**config.mk**
```make
export PLATFORM = sky130hd
export DESIGN_NAME = irq_prio_vec
export DESIGN_NICKNAME = d
export VERILOG_FILES = /design/src/rtl/irq_prio_vec.sv
export SDC_FILE = /design/constraint.sdc
export NUM_CORES = 1
export LEC_CHECK = 0
export ABC_AREA = 1
export BUFFER_PORTS_ARGS = -buffer_cell sky130_fd_sc_hd__buf_4
export CORE_UTILIZATION = 45
export DETAILED_ROUTE_END_ITERATION = 8
export SLEW_MARGIN = 25
export SYNTH_ARGS = -nofsm -noshare
export SYNTH_HDL_FRONTEND = slang
export SYNTH_SLANG_ARGS = --single-unit
```
**constraint.sdc**
```tcl
create_clock -name clk -period 17.5 [get_ports clk]
set_input_delay 2.625 -clock clk [delete_from_list [all_inputs] [get_ports clk]]
set_output_delay 2.625 -clock clk [all_outputs]
set_load 0.05 [all_outputs]
```
**src/rtl/irq_prio_vec.sv**
```systemverilog
module irq_prio_vec #(
  parameter int NSRC      = 13,
  parameter int ADDR_W    = 9,
  parameter int KEY_W     = 5,
  parameter int WDOG_SRC  = 8,
  parameter int UART0_SRC = 12,
  parameter int UART1_SRC = 13
) (
  input  logic              clk,
  input  logic              rst_n,
  input  logic [NSRC:1]     req,
  input  logic              reg_we,
  input  logic [ADDR_W-1:0] reg_addr,
  input  logic [7:0]        reg_wdata,
  output logic [7:0]        reg_rdata,
  output logic [2:0]        irq_level,
  output logic [7:0]        irq_vector
);
  localparam logic [ADDR_W-1:0] A_CTRL0 = ADDR_W'(9'h013);
  localparam logic [ADDR_W-1:0] A_MSKH  = ADDR_W'(9'h036);
  localparam logic [ADDR_W-1:0] A_MSKL  = ADDR_W'(9'h037);
  localparam logic [ADDR_W-1:0] A_PNDH  = ADDR_W'(9'h03A);
  localparam logic [ADDR_W-1:0] A_PNDL  = ADDR_W'(9'h03B);
  localparam logic [ADDR_W-1:0] A_WDV   = ADDR_W'(9'h042);
  localparam logic [ADDR_W-1:0] A_UV0   = ADDR_W'(9'h170);
  localparam logic [ADDR_W-1:0] A_UV1   = ADDR_W'(9'h1B0);
  localparam logic [KEY_W-1:0]  MIN_KEY = KEY_W'(4);

  function automatic logic [7:0] ctrl_init(int k);
    if (k <= 7)       return 8'(k * 4);
    else if (k == 8)  return 8'h1C;
    else if (k <= 11) return 8'h80;
    else              return 8'h00;
  endfunction

  logic [NSRC:1] pend;
  logic [15:0]   mask_q;
  logic [7:0]    ctrl [1:NSRC];
  logic [7:0]    wdv, uv0, uv1;
  logic [15:0]   pend16;

  assign pend16 = 16'({pend, 1'b0});

  always_ff @(posedge clk) begin
    if (!rst_n) begin
      pend   <= '0;
      mask_q <= 16'h3FFE;
      wdv    <= 8'h0F;
      uv0    <= 8'h00;
      uv1    <= 8'h00;
      for (int i = 1; i <= NSRC; i++) ctrl[i] <= ctrl_init(i);
    end else begin
      pend <= req;
      if (reg_we) begin
        case (reg_addr)
          A_MSKH: mask_q[15:8] <= reg_wdata;
          A_MSKL: mask_q[7:0]  <= reg_wdata;
          A_WDV:  wdv          <= reg_wdata;
          A_UV0:  uv0          <= reg_wdata;
          A_UV1:  uv1          <= reg_wdata;
          default: ;
        endcase
        for (int i = 1; i <= NSRC; i++)
          if (reg_addr == A_CTRL0 + ADDR_W'(i)) ctrl[i] <= reg_wdata;
      end
    end
  end

  always_comb begin
    case (reg_addr)
      A_MSKH:  reg_rdata = mask_q[15:8];
      A_MSKL:  reg_rdata = mask_q[7:0];
      A_PNDH:  reg_rdata = pend16[15:8];
      A_PNDL:  reg_rdata = pend16[7:0];
      A_WDV:   reg_rdata = wdv;
      A_UV0:   reg_rdata = uv0;
      A_UV1:   reg_rdata = uv1;
      default: reg_rdata = 8'h00;
    endcase
    for (int i = 1; i <= NSRC; i++)
      if (reg_addr == A_CTRL0 + ADDR_W'(i)) reg_rdata = ctrl[i];
  end

  logic [KEY_W-1:0] best_key;
  logic [7:0]       best_ctrl;
  int               best_src;
  logic [2:0]       lvl_d;
  logic [7:0]       vec_d;

  always_comb begin
    best_key  = '0;
    best_ctrl = '0;
    best_src  = 0;
    for (int i = 1; i <= NSRC; i++)
      if (pend[i] && !mask_q[i] && ctrl[i][KEY_W-1:0] > best_key) begin
        best_key  = ctrl[i][KEY_W-1:0];
        best_ctrl = ctrl[i];
        best_src  = i;
      end
    lvl_d = 3'd0;
    vec_d = 8'h00;
    if (best_key >= MIN_KEY) begin
      lvl_d = best_ctrl[4:2];
      if (best_ctrl[7])                vec_d = 8'd24 + {5'd0, lvl_d};
      else if (best_src == WDOG_SRC)   vec_d = wdv;
      else if (best_src == UART0_SRC)  vec_d = uv0;
      else if (best_src == UART1_SRC)  vec_d = uv1;
      else                             vec_d = 8'h0F;
    end
  end

  always_ff @(posedge clk) begin
    if (!rst_n) begin
      irq_level  <= 3'd0;
      irq_vector <= 8'h00;
    end else begin
      irq_level  <= lvl_d;
      irq_vector <= vec_d;
    end
  end


  no_level_no_vector_chk: assert property (@(posedge clk) disable iff (!rst_n)
    irq_level == 3'd0 |-> irq_vector == 8'h00);


  all_blocked_quiet_chk: assert property (@(posedge clk) disable iff (!rst_n)
    (pend & ~mask_q[NSRC:1]) == '0 |=> irq_level == 3'd0);


  level_has_source_chk: assert property (@(posedge clk) disable iff (!rst_n)
    irq_level != 3'd0 |-> $past((pend & ~mask_q[NSRC:1]) != '0));


  pend_write_inert_chk: assert property (@(posedge clk) disable iff (!rst_n)
    reg_we && (reg_addr == A_PNDH || reg_addr == A_PNDL) |=> $stable(mask_q));


  autovec_range_chk: assert property (@(posedge clk) disable iff (!rst_n)
    irq_level != 3'd0 && $past(best_ctrl[7]) |-> irq_vector == 8'd24 + {5'd0, irq_level});
endmodule

```
# Yosys cells after proc, flatten, opt, wreduce, memory -nomap -nowiden
# Memory sizes are Yosys's and may differ from the RTL's.
# Index checks and enable logic that the tools add are counted.
dict set report word_totals {
  register_bits 64
  mem_bits_rw 104
  in_bits 33
  output_inout_bits 19
  word_cells 237
  mem_count 1
}
dict set report op_classes {
  n_addsub 1
  n_lt_le_gt_ge 14
  eq_ne 23
  muxes 132
  bitwise_logic 13
  n_reduce_logical 45
}
# name depth word_bits rd rd_ports_with_merged_regs wr line_no
set mem_list {}
lappend mem_list {ctrl 13 8 13 0 13 38} ;# logic [7:0] ctrl [1:NSRC];
# operator count
set ops {}
lappend ops {{8-bit 2-to-1 mux} 52}
lappend ops {{32-bit 2-to-1 mux} 12}
lappend ops {{9-bit by 5-bit equality test with 1-bit output, second input constant} 12}
lappend ops {{32-bit by 5-bit equality test with 1-bit output, second input constant} 3}
lappend ops {{5-bit 2-to-1 mux} 13}
lappend ops {{5-bit > comparator} 12}
lappend ops {{8-bit one-hot mux with 7 select lines} 1}
lappend ops {{1-bit 2-to-1 mux} 54}
lappend ops {{9-bit by 6-bit equality test with 1-bit output, second input constant} 5}
lappend ops {{1-bit logical AND} 26}
lappend ops {{9-bit equality test, second input constant} 2}
lappend ops {{1-bit zero test} 13}
lappend ops {{1-bit OR} 13}
lappend ops {{2-bit AND reduction} 6}
lappend ops {{9-bit by 7-bit equality test with 1-bit output, second input constant} 1}
lappend ops {{5-bit by 3-bit adder with 6-bit output, first input constant} 1}
lappend ops {{5-bit by 3-bit >= comparator with 1-bit output, second input constant} 1}
lappend ops {{5-bit by 1-bit > comparator with 1-bit output, second input constant} 1}

# Longest topological paths before layout
# Gate-level depths: netlist (run 1).
dict set report depth {
  word_depth 45
  mapped_depth 123
  mapped_depth_nobuf 114
}

# Worst setup path before layout (run 1)
# OpenSTA, ideal clock, no wires.
dict set report synth_timing {
  kind {flip-flop to flip-flop}
  from {register, netlist name ctrl[0][10]}
  to {register irq_vector[0]}
  setup_time_ps 117
  t_arrival_ps 13678
  required_ps 17383
  path_slack_ps 3705
  path_stages_with_launch 106
  n_path_buf 9
  synth_period_minus_slack_ps 13795
  cell_sequence {edfxtp_1 nor2_1 nand4_1 nand3_1 ha_1 nand2_2 nor2_4 a21oi_2 nand2_2 buf_6 nand2_1 o21ai_0 ha_1 nand2_1 nor2_1 nand2_1 nand3_1 nand2_2 [... 70 more ...] o311ai_0 nand2_2 inv_1 nand2_1 and2_1 ha_1 a21oi_1 o221ai_1 nand2_1 inv_1 nor4_1 nand3_2 nor2_1 nor2_1 nand2_1 o21ai_0 inv_1 nor2_1}
}
# item line_no
set synth_lines {}
lappend synth_lines {{end signal, assigned} 118} ;# irq_vector <= vec_d;
lappend synth_lines {{end, declared} 17} ;# output logic [7:0] irq_vector

==> results of run 1 <==
==> power breakdown <==
group          internal, mW  leakage [nW]  switching [mW]
logic                0.0187          3.23          0.0451
clock network         0.216         0.302           0.169
registers             0.434          1.52          0.0105
total                 0.669          5.05           0.225
==> cells by family after synthesis <==
logic type | Yosys count
AND/OR/NAND/NOR | 628
AO/OA/AOI/OAI | 248
buffers and inverters | 241
flip-flops | 168
adder cells (fa/ha/maj) | 44
multiplexers | 2
==> cell usage after synthesis, types with 10 or more instances <==
cell type	count
ha_1	44
clkbuf_1	25
o211ai_1	25
edfxtp_1	104
nand2_1	244
nand3_2	12
o221ai_1	10
inv_2	11
o21ai_0	109
inv_1	188
dfxtp_1	64
nor2_1	174
nand3b_1	16
nand3_1	86
nor3_1	23
a21oi_1	61
nand2_2	40
==> state kept, by name, summed over array words and instances (netlist names) <==
signal,flops
pend,13
mask_q,16
uv0,8
irq_vector,8
irq_level,3
uv1,8
wdv,8
ctrl,104
==> worst reg2reg max path, delay by kind of cell, from the launching register on <==
kind,cells,cell delay [ps]
buffers and inverters,5,640
AOI/OAI and AO/OA,18,3220
adders and majority gates,12,3750
DFF,1,430
and+or+nand+nor,64,7390
==> path summary, 6_finish.rpt <==
check	startpoint	to	slack [ps]
max reg2reg	ctrl[0][10]$_SDFFCE_PN1P_	irq_vector[0]$_SDFF_PN0_	1920
min reg2reg	mask_q[14]$_SDFFE_PN0P_	mask_q[14]$_SDFFE_PN0P_	480
max	ctrl[0][10]$_SDFFCE_PN1P_	irq_vector[0]$_SDFF_PN0_	1920
min	mask_q[14]$_SDFFE_PN0P_	mask_q[14]$_SDFFE_PN0P_	480
==> cell type report <==
class                      instances  area (sq um)  share of cell area, %
inverter                         204         765.7                  6.685
tap                              280         350.3                  3.058
clock inverter                    13         125.1                  1.092
sequential                       168          4404                  38.45
timing repair buffer              57         427.9                  3.736
multi-input combinational        922          4906                  42.83
clock buffer                      19         475.5                  4.151
==> layer usage <==
metal	track usage [%]	vias to the layer above	wire length, microns
met3	4.565	54	1761
met4	7.792	2	682
met2	40.66	288	13400
met5	0	-	13
met1	36.02	4235	13810
li1	-	4534	-
==> metrics by stage <==
step,util (%),power [mW]
final,51.85,0.8936
after global routing,51.85,0.9207
after CTS,51.81,0.8930
after detailed placement,49.09,0.5158
after global placement,49.09,0.5153
after floorplan,-,0.4892
==> impl_results.md, run 1 <==
- Status: finished, final reports clean
- Top-area cell type share of the netlist area: 30.41%
- Ys flop type: edfxtp_1
- Period utilisation layout: 89.00%
- Yosys top cell by area: edfxtp_1
- Antenna diode count: 0
- Gpl congestion: 0.9044
- Synth Area in Adders: 5.361%
- Final worst slack: 1925 ps
- Share of layout cells above drive strength 1: 12.65%
- Fill count: 2,133
- TritonCTS Buffers: 17
- Delay-heaviest family, CP: simple AND/OR/NAND/NOR gates
- Yosys warns: 0
- Commonest non-fill, non-tap cell in the layout: nand2_1
- CTS Hold Bufs: 0
- Core area: 22,090 sq um
- Critical path startpoint category: flip-flop
- Leakage power: 5.053 nW
- Synth Area in Simple Gates: 27.87%
- EDFF count, synth: 104
- Die Ht: 153.1 microns
- DRC: 0
- Crit-path most repeated cell: nand2_2
- DIE AREA: 23,430 sq um
- Critical path type: flip-flop to flip-flop
- Worst-case clock buffer depth: 2
- GR Util All Layers: 25.79%
- Buffers and inverters on the worst path: 5
- Synth-to-Final Area Change: 11.55%
- DR iter-0 viols: 935
- H-tree depth: 4
- Final setup viols: 0
- Largest net degree at the start of global routing: 78
- ANT nets after route: 0
- Critical path endpoint category: flip-flop
- Cell Area, Placed: 10,850 sq um
- Clock-pin transition on the worst setup and hold timing paths: 70 ps
- Final Hold Vio Count: 0
- Fin cells: 1,663
- Number of nets in the layout: 1,447
- Unique masters post-synth: 39
- Post-synthesis xor/xnor area fraction: 0%
- RSZ-0062 raised after global routing: no
- TNS Setup: 0 ps
- Max_cap viols: 0
- Post-synthesis cell area: 10,270 sq um
- Worst hold stages: 2
- Top cells by area, synth: edfxtp_1, dfxtp_1, nand2_1, inv_1, nor2_1
- DR WL/cell: 17.84 microns
- Sequential share of the synthesized area: 42.89%
- Slew at the pin closest to its max-slew limit: 984.4 ps
- Clock root buffer: clkbuf_16
- Critical path required time: 17,830 ps
- Die Width: 153.1 microns
- Most frequent cells in the layout: nand2_1, inv_1, nor2_1, edfxtp_1, o21ai_0
- FFs w/ async S/R, synth: 0%
- Worst hold margin: 475.6 ps
- Worst-Skew Late Latency: 440 ps
- # port buffers: 51
- Slew headroom: 32.67%
- Critical path data arrival time: 15,900 ps
- Worst hold path class: flip-flop to flip-flop
- Final global-route overflow total: 0
- Worst path slowest cell: edfxtp_1
- Io pins: 52
- Post-CTS Setup Bufs: 0
- Initial Util: 46.48%
- Worst IR Drop VDD: 0.00007461 V
- Final Instance Area: 11,450 sq um
- Pre-CTS worst setup slack: 1253 ps
- CTS tree: built
- #FFs+latches synth: 168
- PD cells: 78.01 nW/um^2
- Total wire length: 29,660 microns
- Final Skew: 8.442 ps
- Pins Over Slew Limit: 0
- Critical path depth: 99
- Vias in the first global route: 8,478
- Dpl cells: 1,631
- # rows: 54
- Min Clock Period, post-route: 15,580 ps
- Post_cts resized: 0
- Syn avg cell area: 7.715 sq um
- Initial antenna violation count: 1
- Synth Instances: 1,331
- Post-synthesis mux area share: 0.2193%
- TritonCTS Sinks: 168
- First-pass GRT wire length: 46,200 microns
- Via-to-Cell Ratio: 5.480
- Mapped Nets: 1,408
- FMAX: 64.20 MHz
- Drt first pass iters: 5
- Detailed-route via count: 9,113
- Dpl hpwl: 22,070 microns
- Crit-path max FO: 13
- Main combinational cell family by area after synthesis: simple AND/OR/NAND/NOR gates
- Compound-cell area share of the yosys netlist: 14.24%
- R2r worst-path depth: 99
- Slowest Stage Delay on Critical Path: 430 ps
No activity file was read; power rests on OpenSTA's default activity.
==> run 2, diff against run 1 <==
BUFFER_PORTS_ARGS = -buffer_cell sky130_fd_sc_hd__buf_2   (was -buffer_cell sky130_fd_sc_hd__buf_4)
CORE_ASPECT_RATIO = 0.75   (was unset)
==> run 2 against run 1 <==
Compared with the run above:
- worst setup slack got worse by 210 ps
- first-iteration DRC count decreased by 4.9%
- clock power increased by 4%
- clock skew increased by 1.5 ps
- non-clock buffer count unchanged
- maximum frequency decreased by 1.4%
- critical path depth increased by 1
- utilization decreased by 0.69 points
- global-route usage increased by 0.75 points
- critical path type unchanged
- largest cell class unchanged
- highest routed layer unchanged
==> impl_results.md, run 2 (synthesis gave the netlist of run 1 again) <==
- Status: finished, final reports clean (unchanged)
- TritonCTS Buffers: 17 (unchanged)
- Slew headroom: 33.89% (was 32.67%)
- RSZ-0062 raised after global routing: no (unchanged)
- DRC: 0 (unchanged)
- Final Hold Vio Count: 0 (unchanged)
- Worst hold stages: 2 (unchanged)
- Initial Util: 46.19% (was 46.48%)
- Worst IR Drop VDD: 0.00005336 V (was 0.00007461 V)
- Final setup viols: 0 (unchanged)
- Vias in the first global route: 8,301 (was 8,478)
- Leakage power: 5.027 nW (was 5.053 nW)
- Worst path slowest cell: edfxtp_1 (unchanged)
- R2R Setup Slk: 1710 ps (was 1920 ps)
- Critical path endpoint category: flip-flop (unchanged)
- Post-CTS Setup Bufs: 0 (unchanged)
- Fill count: 2,184 (was 2,133)
- Clock root buffer: clkbuf_16 (unchanged)
- WHS Endpoint: mask_q[14]$_SDFFE_PN0P_ (unchanged)
- Dpl hpwl: 22,470 microns (was 22,070 microns)
- Antenna diode count: 0 (unchanged)
- Most frequent cells in the layout: nand2_1, inv_1, nor2_1, edfxtp_1, o21ai_0 (unchanged)
- Commonest non-fill, non-tap cell in the layout: nand2_1 (unchanged)
- Total wire length: 30,420 microns (was 29,660 microns)
- TritonCTS Sinks: 168 (unchanged)
- Die Ht: 132.8 microns (was 153.1 microns)
- Critical path depth: 100 (was 99)
- Delay-heaviest family, CP: simple AND/OR/NAND/NOR gates (unchanged)
- Top flop regs: ctrl x104, mask_q x16, pend x13 (unchanged)
- HP Start: mask_q[14]$_SDFFE_PN0P_ (unchanged)
- Critical path data arrival time: 16,120 ps (was 15,900 ps)
- FMAX: 63.33 MHz (was 64.20 MHz)
- Share of layout cells above drive strength 1: 12.65% (unchanged)
- Pins Over Slew Limit: 0 (unchanged)
- ANT nets after route: 0 (unchanged)
- R2r worst-path depth: 100 (was 99)
- TNS Setup: 0 ps (unchanged)
- Slowest Stage Delay on Critical Path: 450 ps (was 430 ps)
- Buffers and inverters on the worst path: 6 (was 5)
- Final Skew: 9.953 ps (was 8.442 ps)
- GR Util All Layers: 26.53% (was 25.79%)
- Clock-pin transition on the worst setup and hold timing paths: 70 ps (about the same)
- H-tree depth: 4 (unchanged)
- Min Clock Period, post-route: 15,790 ps (was 15,580 ps)
- Core area: 22,230 sq um (was 22,090 sq um)
- PD cells: 79.71 nW/um^2 (was 78.01 nW/um^2)
- Synth-to-Final Area Change: 10.73% (was 11.55%)
- DIE AREA: 23,430 sq um (about the same)
- DR iter-0 viols: 889 (was 935)
- First-pass GRT wire length: 46,880 microns (was 46,200 microns)
- Gpl congestion: 0.9504 (was 0.9044)
- Final global-route overflow total: 0 (unchanged)
- Max FFs per register: 104 (unchanged)
- Largest Register: ctrl (unchanged)
- Critical path startpoint category: flip-flop (unchanged)
- DR WL/cell: 18.14 microns (was 17.84 microns)
- Worst-Skew Late Latency: 430 ps (was 440 ps)
- Worst hold margin: 476.2 ps (was 475.6 ps)
- Crit-path max FO: 13 (unchanged)
- Pre-CTS worst setup slack: 1085 ps (was 1253 ps)
- Io pins: 52 (unchanged)
- Worst-case clock buffer depth: 2 (unchanged)
- Slew at the pin closest to its max-slew limit: 985.5 ps (was 984.4 ps)
- CTS tree: built (unchanged)
- Detailed-route via count: 9,129 (was 9,113)
- Critical path required time: 17,830 ps (about the same)
- Drt first pass iters: 5 (unchanged)
- Worst r2r src: ctrl[0][10]$_SDFFCE_PN1P_ (unchanged)
- Worst hold path class: flip-flop to flip-flop (unchanged)
- Crit-path most repeated cell: nand2_2 (unchanged)
- # rows: 47 (was 54)
- Total power: 0.9064 mW (was 0.8936 mW)
- # port buffers: 51 (unchanged)
- Die Width: 176.4 microns (was 153.1 microns)
- Period utilisation layout: 90.23% (was 89.00%)
- Via-to-Cell Ratio: 5.444 (was 5.480)
- Worst R2R End: irq_vector[1]$_SDFF_PN0_ (was irq_vector[0]$_SDFF_PN0_)
- Initial antenna violation count: 1 (unchanged)
- Largest net degree at the start of global routing: 78 (unchanged)
- Max_cap viols: 0 (unchanged)
- Critical path type: flip-flop to flip-flop (unchanged)
- Number of nets in the layout: 1,447 (unchanged)
- Final worst slack: 1710 ps (was 1925 ps)
-- run 2: cell count changes in the layout (fill, tap and decap cells not counted), sizes merged --
cell	previous run	this run
bufinv	1	3
clkinv	9	8
inv	207	205
clkinvlp	0	2
clkbuf	19	18
-- run 2: metal layers --
layer / track usage [%] / routed length [microns] / vias to the layer above
li1: - / - / 4546
met1: 41.63 / 15040 / 4211
met2: 37.45 / 12710 / 343
met3: 4.943 / 2312 / 27
met4: 5.316 / 343 / 2
met5: 0 / 13 / -
-- run 2: area by class of cell --
cell class | count | area, sq um | share of cell area (%)
Clock buffer | 18 | 429.2 | 3.774
Clock inverter | 14 | 187.7 | 1.651
Inverter | 204 | 765.7 | 6.734
Multi-Input combinational cell | 922 | 4916 | 43.23
Sequential cell | 168 | 4404 | 38.73
Tap cell | 294 | 367.9 | 3.235
Timing Repair Buffer | 57 | 300.3 | 2.641
-- run 2: worst max path at each step --
stage / end / start / slack [ps]
floorplan: irq_vector[0]$_SDFF_PN0_ / ctrl[0][10]$_SDFFCE_PN1P_ / 3700
global placement: irq_vector[1]$_SDFF_PN0_ / ctrl[0][10]$_SDFFCE_PN1P_ / 1390
detailed placement: irq_vector[0]$_SDFF_PN0_ / ctrl[0][10]$_SDFFCE_PN1P_ / 1090
CTS: irq_vector[2]$_SDFF_PN0_ / ctrl[0][10]$_SDFFCE_PN1P_ / 1030
global route: irq_vector[0]$_SDFF_PN0_ / ctrl[0][10]$_SDFFCE_PN1P_ / 80
finish: irq_vector[1]$_SDFF_PN0_ / ctrl[0][10]$_SDFFCE_PN1P_ / 1710
-- run 2: per-stage QoR --
| step | instance area (sq um) | util (%) | cells |
|---|---|---|---|
| after detailed placement | 10740 | 48.32 | 1645 |
| after CTS | 11360 | 51.10 | 1677 |
| after global routing | 11370 | 51.15 | 1677 |
| after global placement | 10740 | 48.32 | 1645 |
| final | 11370 | 51.15 | 1677 |
| after floorplan | 10270 | - | 1331 |
-- run 2: worst register-to-register path, delay by kind of cell (launching register included) --
family / cells / cell delay (ps)
flip-flops: 1 / 450
AO/OA/AOI/OAI: 21 / 3570
AND/OR/NAND/NOR: 61 / 7280
adder cells (fa/ha/maj): 12 / 3680
buffers and inverters: 6 / 690
-- run 2: what timing repair did --
action,4_1_cts,5_1_grt
gates resized for setup,0,12
hold buffers,0,0
setup endpoints to repair,0,11
-- run 2: where the power goes --
group          internal [mW]  switching, mW  total [mW]
sequential             0.434         0.0108       0.445
clock                  0.229          0.171       0.400
combinational         0.0166         0.0456      0.0621
total                  0.679          0.227       0.906
==> run 3, diff against run 2 <==
CORE_MARGIN = 2   (was unset)
SLEW_MARGIN = unset   (was 25)
==> run 3 against run 2 <==
Compared with the run above:
- largest cell class unchanged
- maximum frequency is 0.11% lower
- first-iteration DRC count is 14% higher
- critical path type unchanged
- utilization fell by 0.19 points
- combinational power fell by 1%
- register-to-register slack got worse by 20 ps
- highest routed layer is now met4
- final area fell by 0.37%
- final cell count rose by 0.12%
- via count grew 1.0%
==> impl_results.md, run 3 (synthesis gave the netlist of run 1 again) <==
- Worst path slowest cell: edfxtp_1 (unchanged)
- Max_cap viols: 0 (unchanged)
- DRC: 0 (unchanged)
- DR WL/cell: 17.93 microns (was 18.14 microns)
- CTS Hold Bufs: 0 (unchanged)
- Reg area: 4404 sq um (unchanged)
- Vias in the first global route: 8,337 (was 8,301)
- Initial Util: 46.19% (unchanged)
- Largest net degree at the start of global routing: 78 (unchanged)
- Dpl hpwl: 22,620 microns (was 22,470 microns)
- Crit-path max FO: 13 (unchanged)
- Gpl congestion: 0.9082 (was 0.9504)
- Die Width: 178.4 microns (was 176.4 microns)
- # port buffers: 51 (unchanged)
- Critical path type: flip-flop to flip-flop (unchanged)
- GR Util All Layers: 25.93% (was 26.53%)
- PD cells: 77.26 nW/um^2 (was 79.71 nW/um^2)
- Crit-path most repeated cell: nand2_2 (unchanged)
- Period utilisation layout: 90.33% (was 90.23%)
- First-pass GRT wire length: 47,130 microns (was 46,880 microns)
- Top flop regs: ctrl x104, mask_q x16, pend x13 (unchanged)
- Worst IR Drop VDD: 0.00004384 V (was 0.00005336 V)
- Worst-case clock buffer depth: 2 (unchanged)
- Clk pwr share: 42.2% (was 44.1%)
- Final Hold Vio Count: 0 (unchanged)
- Via-to-Cell Ratio: 5.494 (was 5.444)
- Status: finished, final reports clean (unchanged)
- Clock root buffer: clkbuf_16 (unchanged)
- Commonest non-fill, non-tap cell in the layout: nand2_1 (unchanged)
- Dpl cells: 1,646 (was 1,645)
- Most frequent cells in the layout: nand2_1, inv_1, nor2_1, edfxtp_1, o21ai_0 (unchanged)
- Share of layout cells above drive strength 1: 12.72% (was 12.65%)
- Final Skew: 8.705 ps (was 9.953 ps)
- Max FFs per register: 104 (unchanged)
- Final setup viols: 0 (unchanged)
- Power share of the combinational group: 7.0% (was 6.9%)
- Worst-Skew Late Latency: 440 ps (was 430 ps)
- Min Clock Period, post-route: 15,810 ps (was 15,790 ps)
- Critical path data arrival time: 16,140 ps (was 16,120 ps)
- Drt first pass iters: 7 (was 5)
- Initial antenna violation count: 1 (unchanged)
- TritonCTS Sinks: 168 (unchanged)
- FMAX: 63.26 MHz (was 63.33 MHz)
- CTS tree: built (unchanged)
- Clock-pin transition on the worst setup and hold timing paths: 70 ps (about the same)
- Worst hold path class: flip-flop to flip-flop (unchanged)
- Die Ht: 134.8 microns (was 132.8 microns)
- TritonCTS Buffers: 17 (unchanged)
- Slew at the pin closest to its max-slew limit: 1193 ps (was 985.5 ps)
- Sw frac: 26.82% (was 25.05%)
- DIE AREA: 24,060 sq um (was 23,430 sq um)
- Pins Over Slew Limit: 0 (unchanged)
- Critical path endpoint category: flip-flop (unchanged)
- Internal power: 0.6404 mW (was 0.6793 mW)
- Delay-heaviest family, CP: simple AND/OR/NAND/NOR gates (unchanged)
- # rows: 47 (unchanged)
- Core area: 22,230 sq um (unchanged)
- Total power: 0.8752 mW (was 0.9064 mW)
- Critical path required time: 17,830 ps (about the same)
- Slew headroom: 19.61% (was 33.89%)
- Number of nets in the layout: 1,448 (was 1,447)
- TNS Setup: 0 ps (unchanged)
- Post_cts resized: 0 (unchanged)
- Fill count: 2,233 (was 2,184)
- H-tree depth: 4 (unchanged)
- Largest Register: ctrl (unchanged)
- Multi-input logic area: 4906 sq um (was 4916 sq um)
- Fin cells: 1,679 (was 1,677)
- DR iter-0 viols: 1,010 (was 889)
- Buffers and inverters on the worst path: 5 (was 6)
- RSZ-0062 raised after global routing: no (unchanged)
- Synth-to-Final Area Change: 10.32% (was 10.73%)
- Sw Pwr: 0.2348 mW (was 0.2271 mW)
- Final global-route overflow total: 0 (unchanged)
- Sequential power share: 50.8% (was 49.0%)
- ANT nets after route: 0 (unchanged)
- Total wire length: 30,110 microns (was 30,420 microns)
- Slowest Stage Delay on Critical Path: 440 ps (was 450 ps)
- Leakage power: 5.015 nW (was 5.027 nW)
- Io pins: 52 (unchanged)
- Post-CTS Setup Bufs: 0 (unchanged)
- Critical path startpoint category: flip-flop (unchanged)
- Detailed-route via count: 9,224 (was 9,129)
==> run 3: worst register-to-register path, delay by kind of cell (launching register included) <==
| kind | cells | cell delay (ps) |
|---|---|---|
| AOI/OAI and AO/OA | 19 | 3760 |
| DFF | 1 | 440 |
| adders and majority gates | 12 | 3690 |
| and+or+nand+nor | 62 | 7040 |
| buffers and inverters | 5 | 800 |
==> run 3: power groups by stage <==
stage / registers [mW] / logic, mW / clock network [mW]
after floorplan: 0.449 / 0.0407 / 0
after global placement: 0.453 / 0.0600 / 0
after detailed placement: 0.453 / 0.0607 / 0
after CTS: 0.444 / 0.0609 / 0.372
after global routing: 0.446 / 0.0686 / 0.388
final: 0.445 / 0.0613 / 0.369
==> run 3: layout make-up <==
type                       count  area share, %
multi-input combinational    922          43.31
sequential                   168          38.88
inverter                     204          6.759
clock buffer                  17          3.755
tap                          294          3.247
timing repair buffer          58          2.717
clock inverter                15          1.314
antenna                        1        0.02209
==> run 3: per-stage QoR <==
stage	instance area [sq um]	worst slack, ps	hold WS [ps]	util [%]
final	11330	1692	479.7	50.96
after global routing	11330	47.57	483.7	50.96
after CTS	11320	1036	475.0	50.91
after detailed placement	10740	1091	465.4	48.33
after global placement	10740	1396	468.5	48.33
after floorplan	10270	3705	424.8	-
==> run 3: metal layers <==
layer / GRT usage (%) / up-vias / part of all wire [%]
met4: 5.285 / 0 / 1.4
li1: - / 4536 / -
met1: 40.94 / 4283 / 49
met2: 36.49 / 368 / 41
met5: 0 / - / 0
met3: 5.011 / 37 / 8.2
==> run 3: path summary, 6_finish.rpt <==
check | start | to | slack, ps | cells past startpoint
worst max-delay path | ctrl[0][10]$_SDFFCE_PN1P_ | irq_vector[3]$_SDFF_PN0_ | 1690 | 98
worst min-delay path | mask_q[15]$_SDFFE_PN0P_ | mask_q[15]$_SDFFE_PN0P_ | 480 | 2
worst max register to register | ctrl[0][10]$_SDFFCE_PN1P_ | irq_vector[3]$_SDFF_PN0_ | 1690 | 98
worst min register to register | mask_q[15]$_SDFFE_PN0P_ | mask_q[15]$_SDFFE_PN0P_ | 480 | 2
